$ cat src/rtl/seq_pkg.sv
package seq_pkg;
  localparam int NSTEP  = 4;
  localparam int STEP_W = $clog2(NSTEP);

  // interval indices; the order is the edge order of a pattern cycle
  localparam logic [STEP_W-1:0] IV_BFALL = 2'd0;
  localparam logic [STEP_W-1:0] IV_AFALL = 2'd1;
  localparam logic [STEP_W-1:0] IV_BRISE = 2'd2;
  localparam logic [STEP_W-1:0] IV_ARISE = 2'd3;

  typedef enum logic [2:0] {
    ST_IDLE,
    ST_BFALL,
    ST_AFALL,
    ST_BRISE,
    ST_ARISE,
    ST_HALT
  } seq_state_e;
endpackage

$ cat src/rtl/seq_bound_check.sv
module seq_bound_check #(
  parameter int CW = 8
) (
  input  logic [CW-1:0] lo_i,
  input  logic [CW-1:0] hi_i,
  output logic          ok_o
);
  // window must be non-empty and start above zero
  always_comb begin
    ok_o = (lo_i != '0) && (lo_i <= hi_i);
  end
endmodule

$ cat src/rtl/seq_delay_clamp.sv
module seq_delay_clamp #(
  parameter int CW = 8
) (
  input  logic [CW-1:0] lo_i,
  input  logic [CW-1:0] hi_i,
  input  logic [CW-1:0] req_i,
  output logic [CW-1:0] val_o,
  output logic          clip_o
);
  always_comb begin
    if (req_i < lo_i) begin
      val_o  = lo_i;
      clip_o = 1'b1;
    end else if (req_i > hi_i) begin
      val_o  = hi_i;
      clip_o = 1'b1;
    end else begin
      val_o  = req_i;
      clip_o = 1'b0;
    end
  end

  // a valid window always yields a value inside it
  always_comb begin
    if (lo_i <= hi_i) begin
      a_r9_in_window: assert (val_o >= lo_i && val_o <= hi_i);
    end
  end
endmodule

$ cat src/rtl/seq_elapsed_ctr.sv
module seq_elapsed_ctr #(
  parameter int CW = 8
) (
  input  logic          clk,
  input  logic          rst,
  input  logic          clr_i,
  input  logic          run_i,
  output logic [CW-1:0] cnt_o
);
  localparam logic [CW-1:0] CMAX = {CW{1'b1}};

  always_ff @(posedge clk) begin
    if (rst || clr_i) begin
      cnt_o <= '0;
    end else if (run_i && cnt_o != CMAX) begin
      cnt_o <= cnt_o + 1'b1;
    end
  end

  // a full counter holds its value unless cleared
  a_r11_no_overflow: assert property (@(posedge clk) disable iff (rst)
    (cnt_o == CMAX && !clr_i) |=> (cnt_o == CMAX));
endmodule

$ cat src/rtl/edge_pattern_seq.sv
module edge_pattern_seq
  import seq_pkg::*;
#(
  parameter int CW = 8
) (
  input  logic                       clk,
  input  logic                       rst,
  input  logic [NSTEP-1:0][CW-1:0]   lo_bound,
  input  logic [NSTEP-1:0][CW-1:0]   hi_bound,
  input  logic [NSTEP-1:0][CW-1:0]   delay,
  output logic                       sig_a,
  output logic                       sig_b,
  output logic                       a_rise,
  output logic                       a_fall,
  output logic                       b_rise,
  output logic                       b_fall,
  output logic [CW-1:0]              cnt_a,
  output logic [CW-1:0]              cnt_b,
  output logic                       delay_clamped,
  output logic                       cfg_err
);
  seq_state_e        state_q, state_d;
  logic [CW-1:0]     tgt_q;
  logic [NSTEP-1:0]  ok_vec;
  logic [NSTEP-1:0]  clip_vec;
  logic [CW-1:0]     clamp_val [NSTEP];
  logic              cfg_ok;

  // per-interval bound rule and clamp
  for (genvar k = 0; k < NSTEP; k++) begin : g_iv
    seq_bound_check #(.CW(CW)) u_chk (
      .lo_i (lo_bound[k]),
      .hi_i (hi_bound[k]),
      .ok_o (ok_vec[k])
    );
    seq_delay_clamp #(.CW(CW)) u_clamp (
      .lo_i   (lo_bound[k]),
      .hi_i   (hi_bound[k]),
      .req_i  (delay[k]),
      .val_o  (clamp_val[k]),
      .clip_o (clip_vec[k])
    );
  end

  assign cfg_ok = &ok_vec;

  // edge detection: the counter that times the current step
  logic [CW-1:0] sel_cnt;
  logic [CW:0]   sel_next;
  logic          fire;

  always_comb begin
    unique case (state_q)
      ST_AFALL, ST_ARISE: sel_cnt = cnt_a;
      default:            sel_cnt = cnt_b;
    endcase
    sel_next = {1'b0, sel_cnt} + {{CW{1'b0}}, 1'b1};
    fire     = (sel_next >= {1'b0, tgt_q});
  end

  // next-state and event decode
  logic              ld_en;
  logic [STEP_W-1:0] ld_idx;
  logic              ev_bf, ev_af, ev_br, ev_ar, err_set;

  always_comb begin
    state_d = state_q;
    ld_en   = 1'b0;
    ld_idx  = IV_BFALL;
    ev_bf   = 1'b0;
    ev_af   = 1'b0;
    ev_br   = 1'b0;
    ev_ar   = 1'b0;
    err_set = 1'b0;
    unique case (state_q)
      ST_IDLE: begin
        if (cfg_ok) begin
          state_d = ST_BFALL;
          ld_en   = 1'b1;
          ld_idx  = IV_BFALL;
        end else begin
          state_d = ST_HALT;
          err_set = 1'b1;
        end
      end
      ST_BFALL: begin
        if (fire) begin
          ev_bf   = 1'b1;
          state_d = ST_AFALL;
          ld_en   = 1'b1;
          ld_idx  = IV_AFALL;
        end
      end
      ST_AFALL: begin
        if (fire) begin
          ev_af   = 1'b1;
          state_d = ST_BRISE;
          ld_en   = 1'b1;
          ld_idx  = IV_BRISE;
        end
      end
      ST_BRISE: begin
        if (fire) begin
          ev_br   = 1'b1;
          state_d = ST_ARISE;
          ld_en   = 1'b1;
          ld_idx  = IV_ARISE;
        end
      end
      ST_ARISE: begin
        if (fire) begin
          ev_ar = 1'b1;
          if (cfg_ok) begin
            state_d = ST_BFALL;
            ld_en   = 1'b1;
            ld_idx  = IV_BFALL;
          end else begin
            state_d = ST_HALT;
            err_set = 1'b1;
          end
        end
      end
      default: state_d = ST_HALT;
    endcase
  end

  // counters
  logic run_cnt;
  assign run_cnt = (state_q == ST_BFALL) || (state_q == ST_AFALL) ||
                   (state_q == ST_BRISE) || (state_q == ST_ARISE);

  seq_elapsed_ctr #(.CW(CW)) u_ctr_a (
    .clk   (clk),
    .rst   (rst),
    .clr_i (ev_af | ev_ar),
    .run_i (run_cnt),
    .cnt_o (cnt_a)
  );

  seq_elapsed_ctr #(.CW(CW)) u_ctr_b (
    .clk   (clk),
    .rst   (rst),
    .clr_i (ev_ar),
    .run_i (run_cnt),
    .cnt_o (cnt_b)
  );

  // registered state and outputs
  always_ff @(posedge clk) begin
    if (rst) begin
      state_q       <= ST_IDLE;
      tgt_q         <= '0;
      sig_a         <= 1'b1;
      sig_b         <= 1'b1;
      a_rise        <= 1'b0;
      a_fall        <= 1'b0;
      b_rise        <= 1'b0;
      b_fall        <= 1'b0;
      delay_clamped <= 1'b0;
      cfg_err       <= 1'b0;
    end else begin
      state_q <= state_d;
      a_rise  <= ev_ar;
      a_fall  <= ev_af;
      b_rise  <= ev_br;
      b_fall  <= ev_bf;
      if (ld_en) begin
        tgt_q         <= clamp_val[ld_idx];
        delay_clamped <= clip_vec[ld_idx];
      end
      if (ev_bf) sig_b <= 1'b0;
      if (ev_br) sig_b <= 1'b1;
      if (ev_af) sig_a <= 1'b0;
      if (ev_ar) sig_a <= 1'b1;
      if (err_set) cfg_err <= 1'b1;
    end
  end

  // edge ordering
  a_r2_bfall_while_a_high: assert property (@(posedge clk) disable iff (rst)
    $fell(sig_b) |-> sig_a);
  a_r2_afall_while_b_low: assert property (@(posedge clk) disable iff (rst)
    $fell(sig_a) |-> !sig_b);
  a_r2_brise_while_a_low: assert property (@(posedge clk) disable iff (rst)
    $rose(sig_b) |-> !sig_a);
  a_r2_arise_while_b_high: assert property (@(posedge clk) disable iff (rst)
    $rose(sig_a) |-> sig_b);
  // counter restarts
  a_r5_cnt_a_cleared_on_afall: assert property (@(posedge clk) disable iff (rst)
    $fell(sig_a) |-> (cnt_a == '0));
  a_r6_both_cleared_on_arise: assert property (@(posedge clk) disable iff (rst)
    $rose(sig_a) |-> (cnt_a == '0 && cnt_b == '0));
  // sticky error, parked outputs
  a_r7_err_sticky: assert property (@(posedge clk) disable iff (rst)
    cfg_err |=> cfg_err);
  a_r7_err_parked: assert property (@(posedge clk) disable iff (rst)
    $past(cfg_err) |-> (sig_a && sig_b && cnt_a == '0 && cnt_b == '0 &&
                        !a_fall && !b_fall && !a_rise && !b_rise));
  // strobes track output changes
  a_r10_bfall_strobe: assert property (@(posedge clk) disable iff (rst)
    b_fall == $fell(sig_b));
  a_r10_afall_strobe: assert property (@(posedge clk) disable iff (rst)
    a_fall == $fell(sig_a));
  a_r10_brise_strobe: assert property (@(posedge clk) disable iff (rst)
    b_rise == $rose(sig_b));
  a_r10_arise_strobe: assert property (@(posedge clk) disable iff (rst)
    a_rise == $rose(sig_a));
endmodule

$ cat config.mk
export PLATFORM = sky130hd
export DESIGN_NAME = edge_pattern_seq
export DESIGN_NICKNAME = d
export VERILOG_FILES = /design/src/rtl/seq_pkg.sv /design/src/rtl/seq_bound_check.sv /design/src/rtl/seq_delay_clamp.sv /design/src/rtl/seq_elapsed_ctr.sv /design/src/rtl/edge_pattern_seq.sv
export SDC_FILE = /design/constraint.sdc
export NUM_CORES = 1
export LEC_CHECK = 0
export ABC_CLOCK_PERIOD_IN_PS = 5800
export CORE_MARGIN = 1
export CORE_UTILIZATION = 56
export CTS_CLUSTER_DIAMETER = 150
export CTS_CLUSTER_SIZE = 24
export DETAILED_ROUTE_END_ITERATION = 10
export GPL_ROUTABILITY_DRIVEN = 0
export PLACE_DENSITY = 0.85
export SYNTH_ARGS = -nofsm -noshare
export SYNTH_HDL_FRONTEND = slang
export SYNTH_SLANG_ARGS = --single-unit
$ cat constraint.sdc
create_clock -name clk -period 5.8 [get_ports clk]
set_input_delay 0.58 -clock clk [delete_from_list [all_inputs] [get_ports clk]]
set_output_delay 0.58 -clock clk [all_outputs]
set_load 0.05 [all_outputs]
==> impl_summary.txt <==
----------------------------------------------------
[Worst setup path]
  Data required time of the worst path ... 5.99 ns
  Startpoint of the worst-slack reg-to-reg timing path ... state_q[1]
  Crit-path slowest cell ... a311oi_4
  Critical path startpoint ... state_q[1]
  Critical Path Source Type ... register
  Family of cells with the greatest summed delay on the critical path ... compound AO/OA/AOI/OAI gates
  Worst R2R Path Depth ... 19
  Register-to-Register Setup Slack ... 0.81 ns
  Crit path largest cell delay ... 0.64 ns
  Cell count along the critical path ... 19
  Buffers & Inverters on Critical Path ... 2
  List of cells traversed by the critical path ... xnor2_2, nor2_1, buf_4, mux2_2, ha_1, nand3_1, xnor2_1, nor2_1, a21oi_1, ha_1, a21oi_1, o21ai_0, nand2_1, a311oi_4, buf_4, nor2_2, o21ai_2, nor2_1, o311a_1
  Worst endpoint data arrival time ... roughly 5.2 ns
  Critical Path End Type ... register
  Critical register-to-register path endpoint ... delay_clamped
  Cell seen most often among critical-path stages ... nor2_1
  Type of the worst setup path ... reg -> reg
  Maximum net fanout on the critical path ... 23

[Floorplanning]
  Height of the die ... 98.8 µm
  Horizontal die dimension ... 98.8 µm
  Starting density of the core ... 0.590
  Die Area ... 0.00975 mm²
  Rows ... 34
  Floorplan Core Area ... between 0.008 and 0.009 mm²
  Boundary Pins ... 122

[STA]
  Worst-margin pin slew ... 1.20 ns
  Number of endpoints failing setup at the final stage ... 0
  Final worst path period need ... approximately 5.0 ns
  Accumulated negative setup slack ... 0 ns
  Max-Slew Margin vs Limit ... 0.202
  Hold Worst Slack ... a little under 0.5 ns
  Final number of max-transition violations ... 0
  Final Hold Violating Endpoints ... 0
  Achievable clock frequency ... 0.200 GHz
  RSZ-0062 raised after global routing ... no
  Tcrit/Tclk final ... 0.861
  Clock skew after layout ... 0.00617 ns

[Layout]
  Most common cell after layout, fill and taps aside ... clkdlybuf4s50_1
  Commonest cells after routing, fill and taps aside ... clkdlybuf4s50_1 (121), ha_1 (103), inv_1 (77), a21oi_1 (53), nand2_1 (51)
  Number of filler instances in the final layout ... between 600 and 700
  Area growth from synthesis to final layout ... 26.4%
  Proportion of layout cells with a drive suffix above 1 ... 0.0848
  Number of inserted diodes ... 0
  Layout net count ... 978

[Global route]
  Grt ovf ... 0
  Met3 track demand over resource ... 0.0284
  GR Util All Layers ... 0.308
  Number of antenna violations at the first check in global routing ... 0
  Wire length of the first global-routing pass ... 24.8 mm
  Most utilized layer in the global route result ... met2
  Pin count of the biggest net entering global routing ... 24
  Met2 usage ... 0.574
  M1 GR Usage ... 0.376
  Number of global-route vias before repair ... 5335

[Clock network]
  Clk slew on worst S/H paths ... around 0.080 ns
  Clock Latency Late Sink ... 0.30 ns
  Cell chosen for the clock root ... clkbuf_8
  H-tree depth ... 2
  Post-CTS sizing ... 0
  Clock sink count ... 35
  Setup Buffers After CTS ... 0
  Clock buffers created by TritonCTS ... 5
  TritonCTS clock tree ... yes
  Hold bufs inserted after CTS ... 0
  Number of buffers on the longest clock path ... 2

[Hold path]
  Endpoint of the worst hold path ... sig_b
  Worst Hold Depth ... 2
  Type of the worst min-delay path ... reg -> reg
  Worst Hold Launch ... sig_b

[Power and ir drop]
  Sum of internal, switching and leakage power ... 1.87 mW
  Peak ir drop on the vdd network ... ~0.18 mV
  Comb power frac ... 0.686
  Internal Dissipation ... 0.939 mW
  Clock group share of total power ... 0.122
  Switch share ... 0.497
  Total net switching power ... 0.929 mW
  Power per cell area ... 282 mW/mm²
  Reported leakage power ... 2.97 nW
  Sequential Power Share ... 0.192

[Synthesis]
  Register area share after synthesis ... 0.134
  Synth Flop Type ... dfxtp_1
  Number of enable flip-flop cells after synthesis ... 0
  Cell area after synthesis ... 0.00524 mm²
  Yosys reg bits ... 35
  Synth async-reset ratio ... 0
  Synthesized area per cell ... approximately 8 µm²
  Gate count of the mapped netlist ... 664
  Warnings, synthesis ... 0
  Netlist cell types ... between 60 and 70
  Synthesized netlist net count ... 865

[Routing]
  Via-to-Cell Ratio ... 6.15
  Antenna viol nets, final ... 0
  Count of routing violations after the opening detailed-route iteration ... ~310
  Total vias in the final route ... between 5000 and 6000
  Wirelength per Cell ... 16.9 µm
  Number of remaining DRC errors ... 0
  Initial DRT Pass Iterations ... 7
  Detailed Route WL ... roughly 15 mm

[Placement]
  HPWL after detailed placement ... 12.3 mm
  Count of input and output buffers ... around 120

[Flow run]
  Number of max-cap violations ... 0

[Run status]
  Status ... completed

----------------------------------------------------
[worst min-delay path: stages, from the launching register on]
cell,delay (ns)
dfxtp_1,0.31
nand2_1,0.05
o211ai_1,0.08
[sequential cells by signal, summed over array words and instances, names as in the netlist]
name / flops
state_q: 3
b_rise: 1
tgt_q: 8
u_ctr_b.cnt_o: 8
sig_a: 1
u_ctr_a.cnt_o: 8
b_fall: 1
sig_b: 1
a_rise: 1
a_fall: 1
cfg_err: 1
delay_clamped: 1
[power by group through the flow]
stage / Sequential (mW) / Clock, mW / Combinational (mW)
after CTS: 0.356 / 0.226 / 1.27
after global placement: 0.359 / 0 / 1.20
after detailed placement: 0.362 / 0 / 1.25
final: 0.359 / 0.228 / 1.28
after global routing: 0.366 / 0.234 / 1.39
after floorplan: 0.420 / 0 / 0.891
[cells by family after synthesis]
logic type / count (synthesis) / share of synthesized area
muxes: 42 / 0.0845
DFF: 35 / 0.134
adders and majority gates: 103 / 0.246
buffers and inverters: 97 / 0.0776
AOI/OAI and AO/OA: 175 / 0.226
xor gates and xnor gates: 21 / 0.0365
and+or+nand+nor: 191 / 0.195
[per-layer routing]
layer / vias up / share of wire / wire length (µm)
li1: 2652 / - / -
met1: 2574 / 0.42 / 6350
met2: 198 / 0.51 / 7640
met3: 29 / 0.048 / 723
met4: 0 / 0.020 / 302
met5: - / 0 / 0
[Yosys cell counts (7+ instances only)]
library cell  instances  area, µm²
o211ai_1             14        105
o21ai_1               9       45.0
nor4_1               10       62.6
nand3_1              11       55.1
o21ai_0              33        165
mux2_2               18        203
a21oi_2               8       70.1
ha_1                103       1290
mux2i_1              24        240
nor2_1               45        169
inv_1                77        289
clkbuf_1              8       30.0
and3_1                9       56.3
o31ai_2               7       87.6
dfxtp_1              35        701
o21bai_1              7       52.6
nand2_1              51        191
xnor2_1              10       87.6
xor2_1               10       87.6
or4_1                 7       52.6
nor3b_2               7       87.6
nand4_1              19        119
a21oi_1              53        265
nor2b_1               9       56.3
a211o_1               8       70.1
[worst max path at each step]
stage | end | slack [ns]
CTS | delay_clamped | 0.87
global route | tgt_q[5] | 0.36
floorplan | tgt_q[0] | 2.02
global placement | tgt_q[0] | 1.20
detailed placement | delay_clamped | 0.94
finish | delay_clamped | 0.81
[through the flow]
step | instances | setup WS (ns) | instance area [µm²] | utilization
after CTS | 886 | 0.868 | 6630 | 0.745
after floorplan | 664 | 2.02 | 5240 | -
after global placement | 878 | 1.20 | 6520 | 0.733
after global routing | 886 | 0.362 | 6630 | 0.745
final | 886 | 0.806 | 6630 | 0.745
after detailed placement | 878 | 0.939 | 6520 | 0.733
[layout make-up]
| type | instances | area, µm² | share of cell area |
|---|---|---|---|
| clock inverter | 3 | 43.8 | 0.00661 |
| timing repair buffer | 126 | 1250 | 0.188 |
| multi-input combinational | 532 | 4140 | 0.625 |
| clock buffer | 5 | 68.8 | 0.0104 |
| sequential | 35 | 701 | 0.106 |
| inverter | 77 | 289 | 0.0436 |
| tap | 108 | 135 | 0.0204 |
Power figures use the tool's default switching activity.
